## src/rtl/ctmr_pkg.sv

```systemverilog
package ctmr_pkg;

    typedef enum logic [1:0] {
        REG_CTRL   = 2'd0,
        REG_PERIOD = 2'd1,
        REG_SCALE  = 2'd2,
        REG_COUNT  = 2'd3
    } ctmr_reg_e;

    localparam int CTRL_PWR  = 0;
    localparam int CTRL_EN   = 1;
    localparam int CTRL_AR   = 2;
    localparam int CTRL_FLAG = 3;
    localparam int CTRL_W    = 4;

    typedef struct packed {
        logic flag;
        logic autoreload;
        logic enable;
        logic power;
    } ctmr_ctrl_t;

    typedef struct packed {
        logic ctrl;
        logic period;
        logic scale;
        logic count;
    } ctmr_wsel_t;

    function automatic ctmr_wsel_t ctmr_decode(input logic wr, input logic [1:0] a);
        ctmr_wsel_t s;
        s.ctrl   = wr && (a == REG_CTRL);
        s.period = wr && (a == REG_PERIOD);
        s.scale  = wr && (a == REG_SCALE);
        s.count  = wr && (a == REG_COUNT);
        return s;
    endfunction

endpackage

```

## src/rtl/ctmr_regs.sv

```systemverilog
module ctmr_regs
    import ctmr_pkg::*;
#(
    parameter int DATA_W = 32,
    parameter int CNT_W  = 32,
    parameter int SCL_W  = 8
) (
    input  logic              clk,
    input  logic              rst,
    input  ctmr_wsel_t        wsel,
    input  logic [DATA_W-1:0] wdata,
    input  logic              expire,
    output ctmr_ctrl_t        ctrl,
    output logic [CNT_W-1:0]  period,
    output logic [SCL_W-1:0]  scale
);

    always_ff @(posedge clk) begin
        if (rst) begin
            ctrl.power      <= 1'b0;
            ctrl.enable     <= 1'b0;
            ctrl.autoreload <= 1'b0;
        end else if (wsel.ctrl) begin
            ctrl.power      <= wdata[CTRL_PWR];
            ctrl.enable     <= wdata[CTRL_EN];
            ctrl.autoreload <= wdata[CTRL_AR];
        end
    end

    // expiry wins over a same-cycle acknowledge so no event is lost
    always_ff @(posedge clk) begin
        if (rst)
            ctrl.flag <= 1'b0;
        else if (expire)
            ctrl.flag <= 1'b1;
        else if (wsel.ctrl && wdata[CTRL_FLAG])
            ctrl.flag <= 1'b0;
    end

    always_ff @(posedge clk) begin
        if (rst) begin
            period <= '0;
            scale  <= '0;
        end else begin
            if (wsel.period) period <= wdata[CNT_W-1:0];
            if (wsel.scale)  scale  <= wdata[SCL_W-1:0];
        end
    end

endmodule

```

## src/rtl/ctmr_prescale.sv

```systemverilog
module ctmr_prescale #(
    parameter int SCL_W = 8
) (
    input  logic             clk,
    input  logic             rst,
    input  logic             run,
    input  logic             restart,
    input  logic [SCL_W-1:0] scale,
    output logic             tick
);

    logic [SCL_W-1:0] phase;

    // >= keeps the prescaler safe when scale is lowered below the phase
    assign tick = run && (phase >= scale);

    always_ff @(posedge clk) begin
        if (rst || restart)
            phase <= '0;
        else if (run)
            phase <= tick ? '0 : phase + 1'b1;
    end

endmodule

```

## src/rtl/ctmr_counter.sv

```systemverilog
module ctmr_counter #(
    parameter int CNT_W = 32
) (
    input  logic             clk,
    input  logic             rst,
    input  logic             tick,
    input  logic             load,
    input  logic [CNT_W-1:0] load_val,
    input  logic             autoreload,
    input  logic [CNT_W-1:0] period,
    output logic [CNT_W-1:0] count,
    output logic             expire
);

    localparam logic [CNT_W-1:0] ONE = CNT_W'(1);

    assign expire = tick && !load && (count == ONE);

    always_ff @(posedge clk) begin
        if (rst)
            count <= '0;
        else if (load)
            count <= load_val;
        else if (tick && (count != '0)) begin
            if (count == ONE)
                count <= autoreload ? period : '0;
            else
                count <= count - 1'b1;
        end
    end

endmodule

```

## src/rtl/ctmr_top.sv

```systemverilog
module ctmr_top
    import ctmr_pkg::*;
#(
    parameter int DATA_W = 32,
    parameter int CNT_W  = 32,
    parameter int SCL_W  = 8
) (
    input  logic              clk,
    input  logic              rst,
    input  logic              wr_en,
    input  logic [1:0]        addr,
    input  logic [DATA_W-1:0] wdata,
    output logic [DATA_W-1:0] rdata,
    output logic              irq
);

    ctmr_wsel_t       wsel;
    ctmr_ctrl_t       ctrl;
    logic [CNT_W-1:0] period;
    logic [SCL_W-1:0] scale;
    logic [CNT_W-1:0] count;
    logic             tick;
    logic             expire;
    logic             run;

    assign wsel = ctmr_decode(wr_en, addr);
    assign run  = ctrl.power && ctrl.enable;

    ctmr_regs #(.DATA_W(DATA_W), .CNT_W(CNT_W), .SCL_W(SCL_W)) u_regs (
        .clk    (clk),
        .rst    (rst),
        .wsel   (wsel),
        .wdata  (wdata),
        .expire (expire),
        .ctrl   (ctrl),
        .period (period),
        .scale  (scale)
    );

    ctmr_prescale #(.SCL_W(SCL_W)) u_pre (
        .clk     (clk),
        .rst     (rst),
        .run     (run),
        .restart (wsel.count),
        .scale   (scale),
        .tick    (tick)
    );

    ctmr_counter #(.CNT_W(CNT_W)) u_cnt (
        .clk        (clk),
        .rst        (rst),
        .tick       (tick),
        .load       (wsel.count),
        .load_val   (wdata[CNT_W-1:0]),
        .autoreload (ctrl.autoreload),
        .period     (period),
        .count      (count),
        .expire     (expire)
    );

    always_comb begin
        unique case (addr)
            REG_CTRL:   rdata = DATA_W'(ctrl);
            REG_PERIOD: rdata = DATA_W'(period);
            REG_SCALE:  rdata = DATA_W'(scale);
            default:    rdata = DATA_W'(count);
        endcase
    end

    assign irq = ctrl.flag && ctrl.enable;

endmodule

```

## config.mk

```make
export PLATFORM = sky130hd
export DESIGN_NAME = ctmr_top
export DESIGN_NICKNAME = d
export VERILOG_FILES = /design/src/rtl/ctmr_pkg.sv /design/src/rtl/ctmr_regs.sv /design/src/rtl/ctmr_prescale.sv /design/src/rtl/ctmr_counter.sv /design/src/rtl/ctmr_top.sv
export SDC_FILE = /design/constraint.sdc
export NUM_CORES = 1
export LEC_CHECK = 0
export BUFFER_PORTS_ARGS = -buffer_cell sky130_fd_sc_hd__clkbuf_2
export CAP_MARGIN = 20
export CORE_MARGIN = 5
export CORE_UTILIZATION = 38
export DETAILED_ROUTE_END_ITERATION = 7
export GPL_TIMING_DRIVEN = 0
export PLACE_DENSITY = 0.62
export SLEW_MARGIN = 30
export SYNTH_ARGS = -nofsm -noshare
export SYNTH_HDL_FRONTEND = slang
export SYNTH_SLANG_ARGS = --single-unit
export TNS_END_PERCENT = 30
```

## constraint.sdc

```tcl
create_clock -name clk -period 2.2 [get_ports clk]
set_input_delay 0.11 -clock clk [delete_from_list [all_inputs] [get_ports clk]]
set_output_delay 0.11 -clock clk [all_outputs]
set_load 0.02 [all_outputs]
```

# After elaboration in Yosys (flattened, before gate mapping)
# Cells that the tools add are included.
# totals
input_bits,37
out_inout_bits,33
reg_bits,84
word_cells,40
# op_classes
n_eq_ne,4
n_lt_le_gt_ge,1
add_sub_neg,2
mux,8
n_reduce_logical,17
# ops
op,n
$mux 32,4
$pmux 32 s3,1
$eq 32x1->1 const B,1
$reduce_bool 32->1,1
$sub 32x1->32 const B,1
$logic_and 1x1->1,11
$add 8x1->8 const B,1
$ge 8x8->1,1
$mux 8,1
$eq 2x2->1 const B,2
$reduce_bool 2->1,2
$eq 2x1->1 const B,1
$logic_not 2->1,1
$mux 1,2
$logic_not 1->1,1
$logic_or 1x1->1,1

# Longest topological paths before layout
# depth
depth_word,6
mapped_depth,11
ltp_nobuf,9

# By module
# From an unflattened synthesis, not the netlist that was laid out.
# unflattened
hier_cells,607
area_unflattened_um2,5490.3
# modules_own_cells
mod,cells_each,seq_area_each_um2,area_per_inst_um2,n_inst
ctmr_counter,324,640.6,2587.5,1
ctmr_regs,143,880.8,1592.8,1
ctmr_top,76,0.0,685.7,1
ctmr_prescale,64,160.2,624.3,1

# Worst setup path after synthesis
# OpenSTA, ideal clock, no wires.
# synth_path
kind,register to register
start,register u_pre.phase[0]
end,register u_cnt.count[15]
slack_ps,-106
setup_time_ps,86
path_buffers,2
path_stages_with_launch,12
t_required_ps,2114
t_arrival_ps,2221
cell_sequence,dfxtp_1 inv_1 ha_1 nand2b_1 a2111oi_0 o211ai_1 and2_1 clkbuf_1 nand2_2 buf_4 nor2_1 a211oi_1
# synth_via
elab_chain_cells,4
# synth_lines
item,line_no,text
start: declaration,ctmr_prescale.sv:12,logic [SCL_W-1:0] phase;
start signal: assignment,ctmr_prescale.sv:21,phase <= tick ? '0 : phase + 1'b1;
$ge 8x8->1,ctmr_prescale.sv:15,assign tick = run && (phase >= scale);
$logic_and 1x1->1,ctmr_prescale.sv:15,
$logic_and 1x1->1,ctmr_counter.sv:24,else if (tick && (count != '0)) begin
$reduce_bool 2->1 (no line),--,
end signal: assignment,ctmr_counter.sv:23,count <= load_val;
end signal: assignment,ctmr_counter.sv:26,count <= autoreload ? period : '0;
end signal: assignment,ctmr_counter.sv:28,count <= count - 1'b1;
end: declaration,ctmr_counter.sv:11,"output logic [CNT_W-1:0] count,"
# Every way passes these cells.
# A chain may end at the register's enable or synchronous reset.

# Worst setup path after layout
# layout_path
start,input addr[1]
end,output rdata[31]
# layout_via
elab_chain_cells,2
word_cells_on_any_way,4
# layout_lines
item,line_no,text
start: declaration,ctmr_top.sv:11,"input logic [1:0] addr,"
$eq 2x2->1 (tied with other cells),ctmr_top.sv:62,unique case (addr)
$pmux 32 s3 (*),ctmr_top.sv:62,
end: declaration,ctmr_top.sv:13,"output logic [DATA_W-1:0] rdata,"
# Every way passes the cells marked *; elsewhere a longest branch is shown, timed or not.

==> impl_metrics.json <==
{
  "rsz0062_at_grt": "yes",
  "holdWs_ns": -0.0003316,
  "synth_nets": 740,
  "setup.worst_path.start_class": "input pin",
  "layout-drive-gt1-share_pct": 23.91,
  "syn_area_per_cell_sq_um": 7.598,
  "grt_overflow": 0,
  "drc": 0,
  "cp-end-kind": "output port",
  "clk_pin_slew_ns": 0.06,
  "skew_ns": 0.007210,
  "cts.sinks": 84,
  "wl_met2_mm": 8.766,
  "dr.pass1.iters": 5,
  "violations": "negative hold slack, negative setup slack",
  "core_area_sq_um": 13720,
  "port_buffers": 67,
  "synthSimpleGateAreaFrac_pct": 28.15,
  "grt_use_total_pct": 23.87,
  "io_pins": 70,
  "power_w": 0.004382,
  "required_ns": 2.09,
  "cts_tree": "yes",
  "synth_area_leaders": "dfxtp_1 32%, nand2_1 8.6%, mux2i_1 7.0%",
  "synth_ff_type": "dfxtp_1",
  "initial_core_util_pct": 38.32,
  "worstSetupPathType": "in -> out",
  "grt_max_degree": 15,
  "syn_inst": 692,
  "holdCritPathClass": "in -> reg",
  "setup_violations": 9,
  "setup_slack_ns": -0.05278,
  "n_antenna_cell": 0,
  "seq_power_share_pct": 37.5,
  "hold_violations": 1,
  "power_leakage_nw": 2.727,
  "synth_compound_area_share_pct": 19.56,
  "synth-edff-count": 0,
  "slew_viol_final": 0,
  "clkPwrFrac_pct": 39.2,
  "slowest_delay_ns": 0.80,
  "min_period_ns": 2.253,
  "synth_top_area_share_pct": 31.98,
  "synth_area_sq_um": 5258,
  "async_flop_share_pct": 0,
  "synth-xor-area-share_pct": 3.332,
  "num_rows": 43,
  "die_h_um": 127.6,
  "synth_top_family_by_area": "simple AND/OR/NAND/NOR gates",
  "synth_top_cell_by_area": "dfxtp_1",
  "power_density_nw_per_um2": 631.1,
  "vdd_drop_max_v": 0.0003003,
  "max_freq_mhz": 443.9,
  "ys_ff_latch": 84,
  "path_delay_family": "buffers and inverters",
  "root_buffer": "clkbuf_16",
  "switching_share_pct": 30.69,
  "place_congestion": 0.9458,
  "maxCapViolations": 0,
  "dieArea_sq_um": 16290,
  "p_sw_w": 0.001345,
  "antenna_found_initial": 0,
  "synth.distinct_cells": 60,
  "muxShareOfSynthArea_pct": 8.758,
  "routed-via-count": 5733,
  "wl_mm": 19.68,
  "drt-wirelength-per-cell_um": 19.60,
  "seq_area_frac_synth_pct": 31.98,
  "grt_pass1_vias": 5469,
  "arrival_ns": 2.14,
  "drt-met1-wl_mm": 8.257,
  "post-route-period-util_pct": 102.4,
  "htree_levels": 3,
  "top_layer_used": "met4",
  "synth_adder_area_share_pct": 2.618,
  "dr.first_iter.drc_count": 664,
  "crit_path_top_delay_cell": "buf_1",
  "cts_made_buffers": 9,
  "status": "finished, violations left",
  "wl_met3_mm": 1.771,
  "syn2layout_area_growth_pct": 32.06,
  "comb_power_share_pct": 23.3,
  "die_x_um": 127.6,
  "worstPathCellList": "clkbuf_1 -> buf_1 -> mux2i_1 -> nor2b_1 -> clkbuf_2",
  "synth_warnings": 0,
  "cts_buffer_depth": 2,
  "p_int_w": 0.003037,
  "clock_latency_ns": 0.36,
  "grt_pass1_wl_mm": 30.33,
  "worst_pin_slew_ns": 0.9862,
  "viasPerCell": 5.710,
  "worst-path-max-fanout": 10,
  "drtAntennaViolNets": 0,
  "hpwlAfterDp_mm": 13.20,
  "nets": 867,
  "critical_path_buf_inv_count": 3,
  "slew-limit-headroom_pct": 34.25
}
## logic make-up after synthesis
kind of cell               Yosys count
buffers and inverters               68
muxes                               41
adders and majority gates           11
DFF                                 84
xor gates and xnor gates            20
AOI/OAI and AO/OA                  172
and+or+nand+nor                    296
## power groups by stage
stage	clock network [W]	registers (W)	logic, W
after global routing	0.00180	0.00165	0.00110
after global placement	0	0.00167	0.000776
after detailed placement	0	0.00167	0.000780
final	0.00172	0.00164	0.00102
after floorplan	0	0.00165	0.000554
after CTS	0.00173	0.00164	0.000922
## per-layer routing
metal | up-vias | GRT usage, %
li1 | 2708 | -
met1 | 2654 | 32.04
met2 | 301 | 37.38
met3 | 70 | 4.808
met4 | 0 | 10.11
met5 | - | 0
## cells in the final DEF (no fill, tap or decap), types with 4 or more instances in the layout
cell type	netlist	routed
xnor2_1	9	9
dfxtp_2	0	4
mux2i_1	37	37
or3_1	4	4
ha_1	11	10
nor3b_1	5	5
a31oi_1	11	11
dlygate4sd3_1	0	17
xor2_1	11	11
nand4_1	5	5
nor2_1	48	45
buf_6	3	16
dfxtp_1	84	72
a211oi_1	6	4
o21ai_0	46	32
clkbuf_2	0	68
buf_4	3	30
dfxtp_4	0	8
nand3_1	32	27
inv_1	14	14
a21oi_1	68	65
mux4_2	4	4
nand3_2	0	4
buf_1	4	4
nor4_4	3	5
o21ai_1	3	14
nor3_1	12	10
a22o_1	5	5
o31ai_1	4	4
nor3_4	2	4
o211ai_1	7	7
nand2_1	120	119
and2_1	7	5
nor4_1	9	5
clkbuf_16	0	9
and3_1	8	8
nor2b_1	25	25
clkbuf_1	40	31
## registers in the layout, indices dropped and copies added, names as in the netlist
signal,count
u_regs.period,32
u_regs.scale,8
u_cnt.count,32
u_regs.ctrl,4
u_pre.phase,8
## final cells by class
type / instances / area (sq um)
Clock inverter: 6 / 87.58
Tap cell: 180 / 225.2
Sequential cell: 84 / 1717
Timing Repair Buffer: 123 / 864.6
Buffer: 47 / 251.5
Clock buffer: 10 / 239.0
Fill cell: 1364 / 6777
Multi-Input combinational cell: 540 / 3506
Inverter: 14 / 52.55
## Yosys cell counts (6+ instances only)
| library cell | instances |
|---|---|
| xor2_1 | 11 |
| inv_1 | 14 |
| o211ai_1 | 7 |
| and3_1 | 8 |
| a211oi_1 | 6 |
| nand3_1 | 32 |
| mux2i_1 | 37 |
| nor3_1 | 12 |
| nor4_1 | 9 |
| and2_1 | 7 |
| nand2_1 | 120 |
| o21ai_0 | 46 |
| dfxtp_1 | 84 |
| ha_1 | 11 |
| a31oi_1 | 11 |
| nor2_1 | 48 |
| clkbuf_1 | 40 |
| a21oi_1 | 68 |
| nor2b_1 | 25 |
| xnor2_1 | 9 |
## tightest hold or removal path, delay by kind of cell
kind	cells	cell delay [ns]
buffers and inverters	1	0.09
AO/OA/AOI/OAI	1	0.05
AND/OR/NAND/NOR	1	0.05
## per-stage QoR
| step | setup slack, ns | utilization [%] | setup TNS, ns | area [sq um] | std cells |
|---|---|---|---|---|---|
| after floorplan | -0.006851 | - | -0.01648 | 5266 | 692 |
| after global placement | -0.7176 | 42.47 | -17.56 | 5827 | 939 |
| after detailed placement | -0.7106 | 42.47 | -17.70 | 5827 | 939 |
| after CTS | 0.004041 | 48.55 | 0 | 6661 | 992 |
| after global routing | -0.1098 | 50.61 | -2.148 | 6943 | 1004 |
| final | -0.05278 | 50.61 | -0.1539 | 6943 | 1004 |
## final timing paths
path | start | endpoint | slack [ns] | cells after the start
worst max-delay path | addr[1] | rdata[31] | -0.05 | 5
worst max register to register | u_cnt.count[11] | u_cnt.count[1] | -0.04 | 10
worst min-delay path | wdata[31] | u_regs.period[31] | -0.0003 | 3
worst min register to register | u_regs.period[10] | u_regs.period[10] | 0.47 | 2
## repair_timing
action                                  4_1_cts  5_1_grt
endpoints found under the setup margin       42       37
resized for setup                            49       58
cloned                                        1        0
buffers inserted                             24       14
hold buffers                                 17        0
pin swaps                                    19       28
hold endpoints to repair                     22        0
Note: power is estimated with default switching activity, not from simulation.
